===== src/rtl/gpio_edge_pkg.sv =====
package gpio_edge_pkg;
  localparam int ADDR_W = 4;

  localparam logic [ADDR_W-1:0] OFF_IN   = 4'd0;
  localparam logic [ADDR_W-1:0] OFF_OUT  = 4'd1;
  localparam logic [ADDR_W-1:0] OFF_DIR  = 4'd2;
  localparam logic [ADDR_W-1:0] OFF_SEL  = 4'd3;
  localparam logic [ADDR_W-1:0] OFF_PULL = 4'd4;
  localparam logic [ADDR_W-1:0] OFF_EDGE = 4'd5;
  localparam logic [ADDR_W-1:0] OFF_IEN  = 4'd6;
  localparam logic [ADDR_W-1:0] OFF_FLAG = 4'd7;
  localparam logic [ADDR_W-1:0] OFF_VEC  = 4'd8;

  typedef struct packed {
    logic wrOut;
    logic wrDir;
    logic wrSel;
    logic wrPull;
    logic wrEdge;
    logic wrIen;
    logic wrFlag;
    logic rdVec;
    logic [ADDR_W-1:0] rdSel;
  } busStrobeT;
endpackage


===== src/rtl/gpio_edge_ctrl.sv =====
module gpio_edge_ctrl
  import gpio_edge_pkg::*;
(
  input  logic [ADDR_W-1:0] busAddr,
  input  logic              busWe,
  input  logic              busRe,
  output busStrobeT         stb
);
  always_comb begin
    stb = '0;
    stb.rdSel = busAddr;
    stb.rdVec = busRe && (busAddr == OFF_VEC);
    if (busWe) begin
      case (busAddr)
        OFF_OUT:  stb.wrOut  = 1'b1;
        OFF_DIR:  stb.wrDir  = 1'b1;
        OFF_SEL:  stb.wrSel  = 1'b1;
        OFF_PULL: stb.wrPull = 1'b1;
        OFF_EDGE: stb.wrEdge = 1'b1;
        OFF_IEN:  stb.wrIen  = 1'b1;
        OFF_FLAG: stb.wrFlag = 1'b1;
        default:  ;
      endcase
    end
  end
endmodule


===== src/rtl/gpio_edge_dp.sv =====
module gpio_edge_dp
  import gpio_edge_pkg::*;
#(
  parameter int PINS  = 8,
  parameter int BUS_W = 16
) (
  input  logic             clk,
  input  logic             rstN,
  input  busStrobeT        stb,
  input  logic [BUS_W-1:0] busWdata,
  output logic [BUS_W-1:0] busRdata,
  input  logic [PINS-1:0]  pinIn,
  output logic [PINS-1:0]  pinOut,
  output logic [PINS-1:0]  pinOe,
  output logic [PINS-1:0]  pullEn,
  output logic [PINS-1:0]  pullUp,
  input  logic [PINS-1:0]  periphOut,
  input  logic [PINS-1:0]  periphOe,
  output logic [PINS-1:0]  periphIn,
  output logic             irq
);
  localparam int VEC_MAX = 2 * PINS + 2;

  logic [PINS-1:0] wrVal;
  logic [PINS-1:0] syncA, syncB;
  logic [PINS-1:0] outReg, dirReg, selReg, pullReg, edgeReg, ienReg, flagReg;
  logic [PINS-1:0] prevTrig, trigNow, riseVec, flagNext, pend, lowMask;
  logic [PINS-1:0] periphHold;
  logic [BUS_W-1:0] vecCode;

  assign wrVal = busWdata[PINS-1:0];

  generate
    if (BUS_W > PINS) begin : g_unused
      logic unusedHigh;
      assign unusedHigh = ^busWdata[BUS_W-1:PINS];
    end
  endgenerate

  always_ff @(posedge clk) begin
    if (!rstN) begin
      syncA <= '0; syncB <= '0; prevTrig <= '0;
      outReg <= '0; dirReg <= '0; selReg <= '0; pullReg <= '0;
      edgeReg <= '0; ienReg <= '0; flagReg <= '0;
    end else begin
      syncA    <= pinIn;
      syncB    <= syncA;
      prevTrig <= trigNow;
      flagReg  <= flagNext;
      if (stb.wrOut)  outReg  <= wrVal;
      if (stb.wrDir)  dirReg  <= wrVal;
      if (stb.wrSel)  selReg  <= wrVal;
      if (stb.wrPull) pullReg <= wrVal;
      if (stb.wrEdge) edgeReg <= wrVal;
      if (stb.wrIen)  ienReg  <= wrVal;
    end
  end

  assign trigNow = edgeReg ^ syncB;
  assign riseVec = trigNow & ~prevTrig & ~selReg;
  assign pend    = flagReg & ienReg;
  assign lowMask = pend & (~pend + 1'b1);
  assign irq     = |pend;

  always_comb begin
    flagNext = flagReg;
    if (stb.wrFlag)     flagNext = wrVal;
    else if (stb.rdVec) flagNext = flagReg & ~lowMask;
    flagNext = flagNext | riseVec;
  end

  always_comb begin
    vecCode = '0;
    for (int i = PINS - 1; i >= 0; i--)
      if (pend[i]) vecCode = BUS_W'(2 * i + 2);
  end

  always_comb begin
    case (stb.rdSel)
      OFF_IN:   busRdata = BUS_W'(syncB);
      OFF_OUT:  busRdata = BUS_W'(outReg);
      OFF_DIR:  busRdata = BUS_W'(dirReg);
      OFF_SEL:  busRdata = BUS_W'(selReg);
      OFF_PULL: busRdata = BUS_W'(pullReg);
      OFF_EDGE: busRdata = BUS_W'(edgeReg);
      OFF_IEN:  busRdata = BUS_W'(ienReg);
      OFF_FLAG: busRdata = BUS_W'(flagReg);
      OFF_VEC:  busRdata = vecCode;
      default:  busRdata = '0;
    endcase
  end

  genvar p;
  generate
    for (p = 0; p < PINS; p++) begin : g_pin
      assign pinOut[p] = selReg[p] ? periphOut[p] : outReg[p];
      assign pinOe[p]  = selReg[p] ? periphOe[p]  : dirReg[p];
      assign pullEn[p] = pullReg[p];
      assign pullUp[p] = pullReg[p] & outReg[p];
      always_ff @(posedge clk) begin
        if (!rstN)          periphHold[p] <= 1'b0;
        else if (selReg[p]) periphHold[p] <= syncB[p];
      end
      assign periphIn[p] = periphHold[p];
    end
  endgenerate

  // a detected edge always lands in the flag, even across a write
  assert_edge_sets_flag_R6: assert property (@(posedge clk) disable iff (!rstN)
    (riseVec != '0) |=> ((flagReg & $past(riseVec)) == $past(riseVec)));

  // a software write stores the written bits apart from concurrent edges
  assert_write_flags_R7: assert property (@(posedge clk) disable iff (!rstN)
    stb.wrFlag |=> ((flagReg & ~$past(riseVec)) == ($past(wrVal) & ~$past(riseVec))));

  // the request and the vector agree
  assert_irq_has_vector_R8: assert property (@(posedge clk) disable iff (!rstN)
    irq |-> (vecCode != '0));

  // the vector code is even and in range
  assert_vector_range_R9: assert property (@(posedge clk) disable iff (!rstN)
    (vecCode[0] == 1'b0) && (vecCode <= BUS_W'(VEC_MAX - 2)));

  // an acknowledge with no edge retires exactly one flag
  assert_ack_clears_one_R9: assert property (@(posedge clk) disable iff (!rstN)
    (stb.rdVec && (pend != '0) && (riseVec == '0)) |=>
      ($countones(flagReg) == $countones($past(flagReg)) - 1));

  // pins on the peripheral path never gain a flag from hardware
  assert_sel_blocks_flag_R10: assert property (@(posedge clk) disable iff (!rstN)
    !$past(stb.wrFlag) |-> ((flagReg & ~$past(flagReg) & $past(selReg)) == '0));

  // the peripheral view is frozen on general-purpose pins
  assert_periph_freeze_R11: assert property (@(posedge clk) disable iff (!rstN)
    1'b1 |=> (((periphIn ^ $past(periphIn)) & ~$past(selReg)) == '0));
endmodule


===== src/rtl/gpio_edge_port.sv =====
module gpio_edge_port
  import gpio_edge_pkg::*;
#(
  parameter int PINS  = 8,
  parameter int BUS_W = 16
) (
  input  logic              clk,
  input  logic              rstN,
  input  logic [ADDR_W-1:0] busAddr,
  input  logic [BUS_W-1:0]  busWdata,
  input  logic              busWe,
  input  logic              busRe,
  output logic [BUS_W-1:0]  busRdata,
  input  logic [PINS-1:0]   pinIn,
  output logic [PINS-1:0]   pinOut,
  output logic [PINS-1:0]   pinOe,
  output logic [PINS-1:0]   pullEn,
  output logic [PINS-1:0]   pullUp,
  input  logic [PINS-1:0]   periphOut,
  input  logic [PINS-1:0]   periphOe,
  output logic [PINS-1:0]   periphIn,
  output logic              irq
);
  busStrobeT stb;

  gpio_edge_ctrl u_ctrl (
    .busAddr(busAddr), .busWe(busWe), .busRe(busRe), .stb(stb)
  );

  gpio_edge_dp #(.PINS(PINS), .BUS_W(BUS_W)) u_dp (
    .clk(clk), .rstN(rstN), .stb(stb), .busWdata(busWdata), .busRdata(busRdata),
    .pinIn(pinIn), .pinOut(pinOut), .pinOe(pinOe), .pullEn(pullEn), .pullUp(pullUp),
    .periphOut(periphOut), .periphOe(periphOe), .periphIn(periphIn), .irq(irq)
  );
endmodule


===== config.mk =====
export PLATFORM = sky130hd
export DESIGN_NAME = gpio_edge_port
export DESIGN_NICKNAME = d
export VERILOG_FILES = /design/src/rtl/gpio_edge_pkg.sv /design/src/rtl/gpio_edge_ctrl.sv /design/src/rtl/gpio_edge_dp.sv /design/src/rtl/gpio_edge_port.sv
export SDC_FILE = /design/constraint.sdc
export NUM_CORES = 1
export LEC_CHECK = 0
export CAP_MARGIN = 20
export CORE_UTILIZATION = 37
export DETAILED_ROUTE_END_ITERATION = 7
export GPL_TIMING_DRIVEN = 0
export SYNTH_ARGS = -nofsm -noshare
export SYNTH_HDL_FRONTEND = slang
export SYNTH_SLANG_ARGS = --single-unit

===== constraint.sdc =====
create_clock -name clk -period 2 [get_ports clk]
set_input_delay 0.2 -clock clk [delete_from_list [all_inputs] [get_ports clk]]
set_output_delay 0.2 -clock clk [all_outputs]
set_load 0.02 [all_outputs]

==> results.md <==
Setup path:
- The end point of the critical path is busRdata[4].
- The startpoint identified for the worst register-to-register timing path is u_dp.ienReg[2].
- The largest stage delay on the critical path is 0.44 ns.
- The critical path arrival is 1.82 ns.
- The capture instance of the worst register-to-register path is u_dp.flagReg[4].
- The maximum fanout along the worst path is 7.
- The slowest stage of the critical path belongs to the cell sky130_fd_sc_hd__a222oi_1.
- The critical path starts at u_dp.ienReg[2].
- STA classifies the critical path endpoint as a primary output.
- The critical path is of the register to primary output type.
- The required time reported for the critical path endpoint is 1.80 ns.
- Counting cells, the worst reg-to-reg path comes to 5.
- The kind of launch point of the worst setup path is a register.
- Walking the worst path, the cells encountered are a222oi_1 > nand2_1 > nor3_2 > a311o_1 > buf_6.
- The setup slack on the worst flop-to-flop path is 0.35 ns.

Power:
- Across the VDD grid, the largest voltage drop is 0.000383 V.
- In this run the power density over the cells is 737 nW/µm².
- Of the total power, the share spent switching nets is 0.254.
- In this run the power spent charging and discharging nets is 1.07 mW.
- The portion of total power attributed to the clock network is 0.452.
- Of the total power, combinational logic draws 0.112.
- Internal power comes to 3.14 mW.
- The share of total power dissipated in sequential elements is 0.436.
- In this run the static leakage power is 2.18 nW.
- The power after layout is 4.21 mW.

Drt:
- After the first detailed-routing iteration, the DRC count stood at 315.
- Using the TritonRoute via totals, the vias-per-cell ratio works out to 5.64.
- In the final routed layout, each cell accounts on average for 20.7 µm.
- In the detailed route, the total length drawn on met3 is 1280 µm.
- The detailed-route DRC error count is 0.
- The detail route stage leaves a number of antenna-violating nets equal to 0.
- The met1 routed wirelength after detailed routing is 6640 µm.
- The highest signal layer in the routed design is met4.
- The total wirelength of the detailed-routed design is 14,600 µm.
- The routed layout has 3,960 vias.
- The first-pass iteration count of the detailed router is 5.
- After detailed routing, the met2 layer carries 6430 µm of wire.

Place:
- The cell area after placement is 5330 µm².
- The final RePlAce weighted congestion is 0.900.
- The count of port buffers added during placement is 86.
- The detailed placer's ending HPWL is 9620 µm.
- After detailed placement, the design holds a cell count of 687.

Synth:
- The share of synthesized area occupied by flip-flops and latches is 0.412.
- The number of unique standard cell types used by synthesis is 51.
- The count of flip-flops with a built-in enable after synthesis is 0.
- The fraction of post-synthesis cell area in the top cell type by area is 0.412.
- After synthesis the cells add up to 4270 µm².
- The synthesized netlist cell count is 454.
- The cell taking the most area after synthesis is sky130_fd_sc_hd__dfxtp_1.
- The post-synthesis average cell area is 9.41 µm².
- The predominant post-synthesis flop cell is sky130_fd_sc_hd__dfxtp_1.
- The library cell with the highest instance count after synthesis is sky130_fd_sc_hd__dfxtp_1.
- During synthesis, Yosys emitted a total of 0 warnings.
- The async set or reset register ratio after synthesis is 0.
- Sorting the synthesized cells by area gives the leading types as sky130_fd_sc_hd__dfxtp_1 41%, sky130_fd_sc_hd__mux2i_1 11%, sky130_fd_sc_hd__nor2_1 4.9%.
- The synthesized flop and latch total is 88.
- By count the netlist is led by 88 x sky130_fd_sc_hd__dfxtp_1, 56 x sky130_fd_sc_hd__nor2_1, 48 x sky130_fd_sc_hd__mux2i_1, 33 x sky130_fd_sc_hd__and2_1, 32 x sky130_fd_sc_hd__nand2_1.

Clocking:
- TritonCTS built the clock tree.
- The clock drives 88 sinks.
- The source-to-sink clock delay at the later pin of the worst-skew pair is 0.34 ns.
- The maximum count of clock buffers along a single path is 2.
- The clock buffer count from CTS is 9.
- The H-tree generated during clock tree synthesis spans 3 levels.
- The clock transition at the registers of the reported paths is 0.07 ns.
- The cell sitting at the root of the clock tree is a sky130_fd_sc_hd__clkbuf_16.
- In this run, post-CTS hold repair placed 0 buffers.

Final layout:
- The count of inserted antenna diode cells is 0.
- The cell area after layout is 5720 µm².
- The sequential cell area in the final layout is 1770 µm².
- Excluding fillers, the count of instances in the completed layout stands at 702.
- The synthesis-to-layout area growth is 33.8%.
- The net count of the finished layout is 605.
- The filler cell count is 1,041.
- Once layout is complete, the utilization of the core stands at 0.518.
- The fraction of layout instances using a drive strength above 1 is 0.180.
- In the final layout, the multi-input gates occupy 2340 µm².

Timing:
- The number of hold-slack violations in the final timing report is 0.
- The transition time at the pin with the least slew margin is 0.795 ns.
- Setup violations remaining at the end of the flow were counted as 1.
- Setup repair after global routing could not meet its margin everywhere.
- The final cycle utilization of the critical path is 1.01.
- The max-slew violation total from the final report is 0.
- The smallest clock period supported by the final layout is computed as 2.02 ns.
- The setup slack after layout is -0.0207 ns.
- The worst-case clock skew is 0.0106 ns.
- Based on the critical path, the design can be clocked at up to 0.495 GHz.
- In this run the tightest slew margin relative to its limit is 0.470.
- In the final timing run, aggregate negative setup slack is -0.0207 ns.

Floorplan:
- The width of the chip is 109 µm.
- The core outline area is 11,000 µm².
- 105 I/O pins were placed.
- The die footprint is 12,000 µm².
- The number of rows created at floorplan is 38.
- The die is 109 µm tall.
- The initial standard-cell utilization of the core is 0.387.

Run status:
- The final reports fail on setup timing.
- The flow ran to the end, but the final reports show violations.

Global routing:
- The via count of the first global-routing pass is 3,730.
- Across every metal layer, demand over resource in global routing totals 0.253.
- Entering global routing, the biggest net connects 16 pins.
- The number of antenna violations at the first check in global routing is 0.
- Summed over all layers, the global routing overflow is 0.
- The first-pass GRT wire length is 21,900 µm.

Flow run:
- The number of violations of the max-capacitance limit is 0.

Min path:
- The class of the tightest hold or removal check is input pin to register.
## repair_timing
| item | in CTS | in global routing |
|---|---|---|
| endpoints found under the setup margin | 31 | 9 |
| pin swaps | 5 | 1 |
| setup buffers | 2 | 0 |
| resized for setup | 49 | 14 |
## kinds of logic after synthesis
kind of cell	count (synthesis)	synth area share
DFF	88	0.412
xor gates and xnor gates	8	0.0164
other	1	0.000878
muxes	72	0.191
buffers and inverters	39	0.0548
and+or+nand+nor	175	0.208
AOI/OAI and AO/OA	71	0.117
## critical path: cells and delay by family, from the launching register on
family | cells | cell delay [ns]
AO/OA/AOI/OAI | 2 | 0.63
flip-flops | 1 | 0.38
AND/OR/NAND/NOR | 2 | 0.35
buffers and inverters | 1 | 0.13
## power by group through the flow
stage               Combinational (mW)  Sequential [mW]  Clock [mW]
floorplan                        0.241             1.86           0
global placement                 0.454             1.87           0
detailed placement               0.457             1.87           0
CTS                              0.461             1.84        1.91
global route                     0.502             1.84        1.98
finish                           0.471             1.84        1.91
## cells in the final DEF (no fill, tap or decap), drive strengths merged, types with 3 or more instances in the layout
master         Yosys  final
o211ai             5      5
or2                3      3
conb               1      8
a22oi             13     13
a21oi             25     25
nor3               3      3
nand2             32     32
buf               23     29
clkbuf            14     23
mux2              19     19
mux4               5      5
nand3             31     31
and2              33     33
nor2b              5      5
o21ai              3      3
xor2               8      8
nand4              3      3
inv                2      4
mux2i             48     48
a31o               4      4
a221oi             3      3
clkdlybuf4s50      0     75
dfxtp             88     88
dlygate4sd2        0      3
nor2              56     56
## through the flow
step / hold WS [ns] / worst slack, ns
global placement: 0.414 / -1.03
CTS: 0.334 / -0.0554
floorplan: 0.322 / 0.223
global route: 0.366 / -0.0405
finish: 0.352 / -0.0207
detailed placement: 0.419 / -0.992
## layer usage
layer / track usage / vias to the layer above
li1: - / 1809
met1: 0.359 / 1932
met2: 0.384 / 195
met3: 0.0533 / 24
met4: 0.0771 / 0
met5: 0 / -
## flip-flops by register name (all words and copies together) (netlist names)
signal         count
u_dp.dirReg        8
u_dp.edgeReg       8
u_dp.flagReg       8
u_dp.ienReg        8
u_dp.outReg        8
u_dp.periphIn      8
u_dp.prevTrig      8
u_dp.pullEn        8
u_dp.selReg        8
u_dp.syncA         8
u_dp.syncB         8
## layout make-up
| class | count | share of cell area |
|---|---|---|
| timing repair buffer | 88 | 0.149 |
| buffer | 34 | 0.0418 |
| sequential | 88 | 0.309 |
| tap | 140 | 0.0306 |
| multi-input combinational | 334 | 0.410 |
| inverter | 2 | 0.00131 |
| clock buffer | 10 | 0.0418 |
| clock inverter | 6 | 0.0158 |
## worst min-delay path by stage
stage / startpoint / endpoint / depth (start not counted)
2_1_floorplan: rstN / u_dp.prevTrig[0] / 1
6_report: busAddr[2] / u_dp.outReg[4] / 4
3_3_place_gp: u_dp.syncA[5] / u_dp.syncB[5] / 1
5_1_grt: busAddr[2] / u_dp.outReg[2] / 4
3_5_place_dp: u_dp.syncA[1] / u_dp.syncB[1] / 1
4_1_cts: busAddr[2] / u_dp.outReg[2] / 4
(Power assumes the default switching activity.)
